### config.mk
export PLATFORM = sky130hd
export DESIGN_NAME = uart_irq_status
export DESIGN_NICKNAME = d
export VERILOG_FILES = /design/src/rtl/uirq_pkg.sv /design/src/rtl/uirq_event_flag.sv /design/src/rtl/uirq_line_flag.sv /design/src/rtl/uart_irq_status.sv
export SDC_FILE = /design/constraint.sdc
export NUM_CORES = 1
export LEC_CHECK = 0
export CORE_MARGIN = 2
export CORE_UTILIZATION = 29
export DETAILED_ROUTE_END_ITERATION = 12
export PLACE_DENSITY = 0.74
export SETUP_SLACK_MARGIN = 0.5
export SLEW_MARGIN = 20
export SYNTH_ARGS = -nofsm -noshare
export SYNTH_HDL_FRONTEND = slang
export SYNTH_SLANG_ARGS = --single-unit
### constraint.sdc
create_clock -name clk -period 1 [get_ports clk]
set_clock_uncertainty 0.1 [all_clocks]
set_input_delay 0.2 -clock clk [delete_from_list [all_inputs] [get_ports clk]]
set_output_delay 0.2 -clock clk [all_outputs]
set_load 0.005 [all_outputs]
### src/rtl/uirq_pkg.sv
package uirq_pkg;
    localparam int STAT_W      = 8;
    localparam int NUM_EVENTS  = 3;
    localparam int NUM_LINES   = 2;

    localparam int BIT_SHIFT   = 7;
    localparam int BIT_DCD_IRQ = 6;
    localparam int BIT_CTS_IRQ = 5;
    localparam int BIT_TXE     = 4;
    localparam int BIT_RXR     = 2;
    localparam int BIT_DCD_LIV = 1;
    localparam int BIT_CTS_LIV = 0;

    localparam logic [STAT_W-1:0] MASK_USED =
        STAT_W'((1 << BIT_DCD_IRQ) | (1 << BIT_CTS_IRQ) | (1 << BIT_TXE) | (1 << BIT_RXR));

    typedef enum logic { EV_CLEAR, EV_SET } ev_state_t;
    typedef enum logic { LN_QUIET, LN_LATCHED } ln_state_t;

    // event index -> status bit position
    function automatic int ev_pos(input int idx);
        case (idx)
            0:       return BIT_RXR;
            1:       return BIT_TXE;
            default: return BIT_SHIFT;
        endcase
    endfunction

    // line index -> status / acknowledge bit position
    function automatic int ln_pos(input int idx);
        return (idx == 0) ? BIT_CTS_IRQ : BIT_DCD_IRQ;
    endfunction
endpackage

### src/rtl/uirq_event_flag.sv
module uirq_event_flag
    import uirq_pkg::*;
#(
    parameter bit RESET_SET = 1'b0
) (
    input  logic clk,
    input  logic rst_n,
    input  logic set_i,
    input  logic clr_i,
    output logic flag_o
);
    localparam ev_state_t RST_STATE = RESET_SET ? EV_SET : EV_CLEAR;

    ev_state_t state_q, state_d;

    always_ff @(posedge clk or negedge rst_n) begin
        if (!rst_n) state_q <= RST_STATE;
        else        state_q <= state_d;
    end

    always_comb begin
        state_d = state_q;
        unique case (state_q)
            EV_CLEAR: if (set_i)           state_d = EV_SET;
            EV_SET:   if (clr_i && !set_i) state_d = EV_CLEAR;
            default:                       state_d = RST_STATE;
        endcase
    end

    always_comb begin
        flag_o = (state_q == EV_SET);
    end


    ev_set_wins_chk: assert property (@(posedge clk) disable iff (!rst_n)
        set_i |=> flag_o);

    ev_clear_chk: assert property (@(posedge clk) disable iff (!rst_n)
        (clr_i && !set_i) |=> !flag_o);
endmodule

### src/rtl/uirq_line_flag.sv
module uirq_line_flag
    import uirq_pkg::*;
(
    input  logic clk,
    input  logic rst_n,
    input  logic line_i,
    input  logic pol_low_i,
    input  logic ack_i,
    output logic flag_o
);
    ln_state_t state_q, state_d;
    logic      cond;

    always_comb begin
        cond = pol_low_i ? !line_i : line_i;
    end

    always_ff @(posedge clk or negedge rst_n) begin
        if (!rst_n) state_q <= LN_QUIET;
        else        state_q <= state_d;
    end

    always_comb begin
        state_d = state_q;
        unique case (state_q)
            LN_QUIET:   if (cond)           state_d = LN_LATCHED;
            LN_LATCHED: if (ack_i && !cond) state_d = LN_QUIET;
            default:                        state_d = LN_QUIET;
        endcase
    end

    always_comb begin
        flag_o = (state_q == LN_LATCHED);
    end


    ln_trip_chk: assert property (@(posedge clk) disable iff (!rst_n)
        cond |=> flag_o);

    ln_hold_chk: assert property (@(posedge clk) disable iff (!rst_n)
        (flag_o && !ack_i) |=> flag_o);

    ln_release_chk: assert property (@(posedge clk) disable iff (!rst_n)
        (ack_i && !cond) |=> !flag_o);
endmodule

### src/rtl/uart_irq_status.sv
module uart_irq_status
    import uirq_pkg::*;
(
    input  logic              clk,
    input  logic              rst_n,
    input  logic              cts_in,
    input  logic              dcd_in,
    input  logic              cts_pol_low,
    input  logic              dcd_pol_low,
    input  logic              mask_wr,
    input  logic [STAT_W-1:0] mask_wdata,
    input  logic              ack_wr,
    input  logic [STAT_W-1:0] ack_wdata,
    input  logic              status_rd,
    input  logic              rx_full_set,
    input  logic              rx_data_rd,
    input  logic              tx_empty_set,
    input  logic              tx_data_wr,
    input  logic              rx_shift_set,
    output logic [STAT_W-1:0] status_out,
    output logic              irq_out
);
    logic [NUM_EVENTS-1:0] ev_set, ev_clr, ev_flag;
    logic [NUM_LINES-1:0]  ln_lvl, ln_pol, ln_flag;
    logic [STAT_W-1:0]     mask_q;

    assign ev_set = {rx_shift_set, tx_empty_set, rx_full_set};
    assign ev_clr = {status_rd,    tx_data_wr,   rx_data_rd};
    assign ln_lvl = {dcd_in, cts_in};
    assign ln_pol = {dcd_pol_low, cts_pol_low};

    for (genvar e = 0; e < NUM_EVENTS; e++) begin : g_ev
        uirq_event_flag #(.RESET_SET(ev_pos(e) == BIT_TXE)) u_flag (
            .clk    (clk),
            .rst_n  (rst_n),
            .set_i  (ev_set[e]),
            .clr_i  (ev_clr[e]),
            .flag_o (ev_flag[e])
        );
    end

    for (genvar l = 0; l < NUM_LINES; l++) begin : g_ln
        localparam logic [STAT_W-1:0] ACK_SEL = STAT_W'(1 << ln_pos(l));
        logic ack_hit;
        assign ack_hit = ack_wr && ((ack_wdata & ACK_SEL) != '0);
        uirq_line_flag u_flag (
            .clk       (clk),
            .rst_n     (rst_n),
            .line_i    (ln_lvl[l]),
            .pol_low_i (ln_pol[l]),
            .ack_i     (ack_hit),
            .flag_o    (ln_flag[l])
        );
    end

    always_ff @(posedge clk or negedge rst_n) begin
        if (!rst_n)       mask_q <= '0;
        else if (mask_wr) mask_q <= mask_wdata & MASK_USED;
    end

    always_comb begin
        status_out              = '0;
        status_out[BIT_SHIFT]   = ev_flag[2];
        status_out[BIT_TXE]     = ev_flag[1];
        status_out[BIT_RXR]     = ev_flag[0];
        status_out[BIT_CTS_IRQ] = ln_flag[0];
        status_out[BIT_DCD_IRQ] = ln_flag[1];
        status_out[BIT_DCD_LIV] = dcd_in;
        status_out[BIT_CTS_LIV] = cts_in;
        irq_out                 = |(status_out & mask_q);
    end


    mask_store_chk: assert property (@(posedge clk) disable iff (!rst_n)
        mask_wr |=> (mask_q == ($past(mask_wdata) & MASK_USED)));

    irq_needs_mask_chk: assert property (@(posedge clk) disable iff (!rst_n)
        irq_out |-> (mask_q != '0));
endmodule

# Word-level counts from Yosys, hierarchy flattened
# Cells that the tools add are included.
op_classes:
  n_mux: 17
  n_bitwise: 6
  n_reduce_logical: 15
op_table:
  columns: ["op", "n"]
  rows:
  - ["two-way mux 1 bit", 12]
  - ["one-hot mux 1 bit (2 select lines)", 5]
  - ["AND 8 x 7 -> 8 bit", 1]
  - ["OR reduction 8 bit", 1]
  - ["logical AND 1 bit", 7]
  - ["zero test 1 bit", 7]
  - ["NOT 1 bit", 5]
totals:
  register_bits: 9
  input_bits: 30
  out_inout_bits: 9
  elab_cells: 44

# Longest topological paths before layout
# Gate-level depths: netlist (run 1).
logic_depth:
  ltp_word: 6
  mapped_depth: 2
  depth_no_buf: 2

# Modules after synthesis
# Synthesis (run 1) repeated with hierarchy kept, for this count alone.
unflattened:
  cells_unflattened: 34
  hier_area_um2: 397.9
modules_own_cells:
  columns: ["mod", "instances", "cells_per_inst", "area_per_inst_um2", "seq_area_each_um2"]
  rows:
  - ["uart_irq_status", 1, 17, 202.7, 100.1]
  - ["uirq_line_flag", 2, 4, 42.5, 25.0]
  - ["uirq_event_flag (g_ev[0].u_flag ...)", 2, 3, 36.3, 25.0]
  - ["uirq_event_flag (g_ev[1].u_flag)", 1, 3, 37.5, 26.3]

# Least setup slack after synthesis (run 1)
# No wires, ideal clock.
synth_path:
  kind: "reg-to-output"
  from: "register g_ev[1].u_flag.state_q"
  to: "output port irq_out"
  t_arrival_ns: 0.644
  required_time_ns: 0.700
  path_slack_ns: 0.056
  stages_incl_launch_ff: 3
  path_buffers: 0
  path_cell_list: "dfstp_2 -> a22oi_1 -> nand2_1"
synth_between:
  elab_chain_cells: 2
synth_rtl:
  columns: ["element", "line_no", "text"]
  rows:
  - ["start, declared", "uirq_event_flag.sv:14", "ev_state_t state_q, state_d;"]
  - ["start signal, assigned", "uirq_event_flag.sv:18", "else state_q <= state_d;"]
  - ["AND 8 x 7 -> 8 bit", "uart_irq_status.sv:70", "irq_out = |(status_out & mask_q);"]
  - ["OR reduction 8 bit", "uart_irq_status.sv:70", null]
  - ["end, declared", "uart_irq_status.sv:21", "output logic irq_out"]
# Every way passes these cells.

# Worst setup path in the final report (run 1)
# Same ends and word-level chain as after synthesis.

==> reports/qor.txt, run 1 <==
Dpl cells = 82
Num rows = 13
Area delta synth->final = 94.7%
Most frequent cells in the layout = buf_6, clkdlybuf4s50_1, dfrtp_1
Final Max Tran Viols = 0
YS warnings = 0
Number of top-level design ports = 39
Routed WL = 1.11 mm
Critical path cell sequence = a22oi_1 > nand2_1 > buf_2
Share of power burned in registers = 0.425
Residual DRC count = 0
CTS tree = built
Clock transition at the registers of the reported paths = 0.06 ns
P_leak = 0.000414 uW
Synth Instances = 37
Layout cells sized above 1 = 0.446
Ant diodes = 0
First-pass GRT wire length = 1.68 mm
Count of state elements after synthesis = 9
Peak Freq = 751 MHz
Fillers = 123
Vias in the first global route = 375
Final instance area = 833 um^2
Outcome = finished with violations
Antenna viol nets, final = 0
Comb pwr share = 0.293
Global Route Usage Sum = 0.137
Max clock buf depth = 2
Failing checks = negative hold slack, negative setup slack
# clock sinks = 9
Slowest CP cell = dfstp_2
Final-report hold violation count = 9
CTS buffer count = 3
Post-DP HPWL = 832 um
Cell Area, Synth = 428 um^2
Register area share after synthesis = 0.529
Synth cell types = 10
Max VDD drop = 0.000757 V
Core area = 0.00133 mm^2
Die height = 42.4 um
Setup-failing EPs final = 7
Hold Slack = -0.238 ns
Clk Latency, worst-skew pair = 0.26 ns
Sw frac = 0.230
Internal cell power = 766 uW
Die width = 42.4 um
Initial Utilization = 0.321
Arrival time at the worst endpoint = 1.03 ns
Final std cells w/o fill = 89
Commonest non-fill, non-tap cell in the layout = buf_6
Final min period = 1.33 ns
R2R setup slack = -0.23 ns
NetSw = 228 uW
Final Core Density = 0.625
CP Launch Type = flip-flop
Vias per cell = 4.39
GPL Wtd Cong = 0.608
Initial antenna violation count = 0
Crit share post-route = 1.33
Worst setup path class = flip-flop to output pin
RSZ-0062 raised after global routing = yes
Buf/Inv on CP = 1
Wire per inst = 12.4 um
Clk pwr share = 0.282
H-tree levels = 1
Largest net degree at the start of global routing = 7
Final #Nets = 105
Initial DRC count = 2
GRT overflow = 0
Critical Path RT = 0.70 ns
Buffers on Ports = 27
Min-Delay Path Class = input port to async pin
Crit path max fanout = 2
DRT Pass-1 Iters = 3
Die area = 0.00180 mm^2
Via count = 391
Max-cap violations = 0
Largest delay share family, worst path = flip-flops
Delay of the slowest critical-path stage = 0.54 ns
Root Buffer = clkbuf_4
Synth Net Count = 67
Syn avg cell area = 11.6 um^2
Kind of end point of the critical path = output pin
Area after DPL = 754 um^2
Final WS setup = -0.331 ns
PD cells = 1190 mW/mm^2
[flip-flops by register name, summed over array words and instances (netlist names)]
register and cells:
g_ln.u_flag.flag_o 2, g_ev.u_flag.flag_o 3, mask_q 4
[cell families (layout without fill, tap and decap cells)]
| family | after synthesis | in the layout | share of synthesized area |
|---|---|---|---|
| flops | 9 | 9 | 0.529 |
| mux | 4 | 4 | 0.105 |
| compound gates | 7 | 7 | 0.123 |
| simple gates | 3 | 3 | 0.0263 |
| xor+xnor | 2 | 2 | 0.0409 |
| other cells | 1 | 1 | 0.00876 |
| buf+inv | 11 | 48 | 0.167 |
[power by group through the flow]
stage	combinational, uW	sequential [uW]	clock, uW
floorplan	103	423	0
global placement	254	423	0
detailed placement	263	424	0
CTS	275	420	301
global route	311	426	311
finish	291	423	280
[synth_stat cells, drive strengths merged]
| library cell | number | share of area |
|---|---|---|
| a21o | 5 | 0.088 |
| a22oi | 2 | 0.035 |
| buf | 8 | 0.14 |
| conb | 1 | 0.0088 |
| dfrtp | 8 | 0.47 |
| dfstp | 1 | 0.061 |
| inv | 3 | 0.026 |
| mux2 | 4 | 0.11 |
| nand2 | 3 | 0.026 |
| xor2 | 2 | 0.041 |
[path summary, 6_finish.rpt]
kind	from	to	cells past startpoint
max reg2reg	mask_q[5]	mask_q[5]	4
min	rst_n	g_ev[2].u_flag.flag_o	1
max	g_ev[1].u_flag.flag_o	irq_out	3
min in group clk	status_rd	g_ev[2].u_flag.flag_o	3
max in group asynchronous	rst_n	mask_q[4]	2
min reg2reg	g_ev[2].u_flag.flag_o	g_ev[2].u_flag.flag_o	1
[through the flow]
stage / setup TNS [ns] / setup WS [ns] / power [uW]
after floorplan: 0 / 0.0631 / 526
after global placement: -4.53 / -0.471 / 677
after detailed placement: -4.83 / -0.517 / 687
after CTS: -1.41 / -0.345 / 996
after global routing: -1.72 / -0.389 / 1050
final: -1.47 / -0.331 / 994
[per-layer routing]
layer / up-vias / track usage / wire length, um
li1: 189 / - / -
met1: 183 / 0.126 / 362
met2: 17 / 0.246 / 660
met3: 2 / 0.0517 / 68
met4: 0 / 0.0938 / 14
met5: - / 0 / 0
[cell type report]
cell class,instances,area [um^2],share of cell area
flip-flops and latches,9,226,0.272
well taps,15,18.8,0.0225
clock buffers,4,26.3,0.0315
inverters,3,11.3,0.0135
multi-input cells,17,150,0.180
repair buffers,41,400,0.480
[what timing repair did]
item | in CTS | in global routing
endpoints found under the hold margin | 9 | 9
buffers inserted | 1 | 2
endpoints found under the setup margin | 23 | 17
pin swaps | 1 | 2
resized for setup | 57 | 4
No activity file was read; power rests on OpenSTA's default activity.
==> inputs of run 2 (changes only) <==
CORE_MARGIN = 3   (was 2)
CORE_UTILIZATION = 28   (was 29)
PLACE_DENSITY = 0.75   (was 0.74)
SYNTH_HIERARCHICAL = 1   (was not set)
==> reports/qor.txt, run 2 <==
PD cells = 1190 mW/mm^2
Worst setup path class = flip-flop to output pin
CTS buffer count = 3
Fillers = 102
Syn avg cell area = 11.7 um^2
GPL Wtd Cong = 0.659
Post-synth top area cell = dfrtp_1
Core area = 0.00122 mm^2
H-tree levels = 1
DRT Pass-1 Iters = 3
Synth top area share = 0.503
Worst Setup EP = irq_out
Synth cell types = 12
Most frequent cells in the layout = clkdlybuf4s50_1, buf_6, dfrtp_1
Final min period = 1.33 ns
Setup-failing EPs final = 6
Die height = 43.7 um
Final WS setup = -0.333 ns
CP startpoint = mask_q[2]
Crit path max fanout = 2
GRT overflow = 0
Synth Net Count = 64
Slowest CP cell = dfrtp_1
Buffers on Ports = 27
YS warnings = 6
Pre-CTS setup slack = -0.524 ns
Synth Instances = 34
TNS Setup = -1.34 ns
Layout cells sized above 1 = 0.459
First-pass GRT wire length = 1.44 mm
Die area = 0.00191 mm^2
Die width = 43.7 um
Vias in the first global route = 354
RSZ-0062 raised after global routing = yes
Ant diodes = 0
Max-cap violations = 0
Clk Latency, worst-skew pair = 0.26 ns
Largest Register = mask_q
Delay of the slowest critical-path stage = 0.39 ns
Post-synth EDFFs = 0
FFs w/ async S/R, synth = 1.00
Post-DP HPWL = 727 um
Final-report hold violation count = 8
Critical Path RT = 0.70 ns
Kind of end point of the critical path = output pin
Critical path cell sequence = a22oi_2 > nand2_1 > buf_2
Routed WL = 980 um
Root Buffer = clkbuf_4
Outcome = finished with violations
Initial DRC count = 6
Final instance area = 813 um^2
Antenna viol nets, final = 0
Min-Delay Path Class = input port to async pin
Count of state elements after synthesis = 9
R2r endpoint = mask_q[2]
Clock transition at the registers of the reported paths = 0.06 ns
Worst reg2reg startpoint = mask_q[2]
Cell with the most instances after synthesis = dfrtp_1
Register area share after synthesis = 0.569
Arrival time at the worst endpoint = 1.03 ns
Crit share post-route = 1.33
P_leak = 0.000404 uW
Peak Freq = 750 MHz
Cell Area, Synth = 398 um^2
Area delta synth->final = 104%
Via count = 381
Vias per cell = 4.33
FF-to-FF path depth = 2
# clock sinks = 9
Num rows = 12
Wire per inst = 11.1 um
Buf/Inv on CP = 1
Initial Utilization = 0.327
Final #Nets = 105
R2R setup slack = 0.01 ns
Largest delay share family, worst path = flip-flops
Top cells by instance count after synthesis = dfrtp_1, inv_1, mux2_2, a21o_1, buf_4
Max VDD drop = 0.000816 V
Residual DRC count = 0
Hold Slack = -0.107 ns
Failing checks = negative hold slack, negative setup slack
CP Launch Type = flip-flop
Max clock buf depth = 2
Commonest non-fill, non-tap cell in the layout = clkdlybuf4s50_1
Final Max Tran Viols = 0
Area after DPL = 716 um^2
Largest register FFs = 4
Initial antenna violation count = 0
CTS tree = built
Number of top-level design ports = 39
Global Route Usage Sum = 0.103
Synth area leaders = dfrtp_1, mux2_2, dfstp_2, a21o_1, buf_4
Largest net degree at the start of global routing = 6
Ys flop type = dfrtp_1
Number of cells on the critical path = 3
[run 2: changes by cell type in the layout (fill, tap and decap cells not counted), sizes merged]
cell / change
xor2: -2
nand2: -2
clkbuf: +1
inv: +2
xnor2: +2
o21ai: +2
buf: -3
and2: +2
a21o: -2
[run 2: per-stage QoR]
step	utilization	total power, uW	hold slack (ns)	cells
6_report	0.669	967	-0.107	88
5_1_grt	0.669	1020	-0.0990	88
4_1_cts	0.643	953	-0.132	86
3_5_place_dp	0.588	649	0.373	79
3_3_place_gp	0.588	646	0.359	79
2_1_floorplan	-	488	-0.196	34
[run 2: repair_timing]
item,4_1_cts,5_1_grt
endpoints found under the setup margin,18,17
buffers inserted,2,2
resized for setup,55,7
pin swaps,6,3
cloned,1,0
hold endpoints to repair,8,8
[run 2: layout make-up]
cell class	instances	area, um^2	area share
clock buffers	4	26.3	0.0323
multi-input cells	17	159	0.195
well taps	14	17.5	0.0215
inverters	5	18.8	0.0231
repair buffers	39	365	0.449
flip-flops and latches	9	226	0.278
[run 2: per-layer routing]
metal / vias up / GRT usage / part of all wire
li1: 186 / - / -
met1: 171 / 0.120 / 0.39
met2: 24 / 0.160 / 0.49
met3: 0 / 0.0581 / 0.12
met4: 0 / 0.0361 / 0
met5: - / 0 / 0
[run 2: cells by family after synthesis]
group	Yosys count	share of synthesized area
AOI/OAI and AO/OA	7	0.119
xor gates and xnor gates	2	0.0440
buffers and inverters	8	0.104
DFF	9	0.569
muxes	4	0.113
other	1	0.00942
and+or+nand+nor	3	0.0409
[run 2: worst reg2reg max path, delay by kind of cell, from the launching register on]
kind,cells,cell delay (ns)
flops,1,0.39
mux,1,0.26
buf+inv,1,0.13
[run 2: worst min path at each step]
stage | slack [ns] | to | start
after floorplan | -0.20 | g_ev[0].u_flag/flag_o | rst_n
after global placement | 0.36 | g_ev[2].u_flag/flag_o | g_ev[2].u_flag/flag_o
after detailed placement | 0.37 | g_ev[2].u_flag/flag_o | g_ev[2].u_flag/flag_o
after CTS | -0.13 | g_ln[0].u_flag/flag_o | rst_n
after global routing | -0.1 | mask_q[2] | rst_n
final | -0.11 | mask_q[2] | rst_n
[run 2: power breakdown]
part | switching, uW | internal, uW | total, uW
clock network | 120 | 153 | 273
logic | 75.8 | 196 | 271
registers | 23.8 | 399 | 423
total | 219 | 748 | 967
==> inputs of run 3 (changes only) <==
SLEW_MARGIN = 15   (was 20)
==> results of run 3 <==
No change in the layout: final DEF, timing and power equal those of run 2.
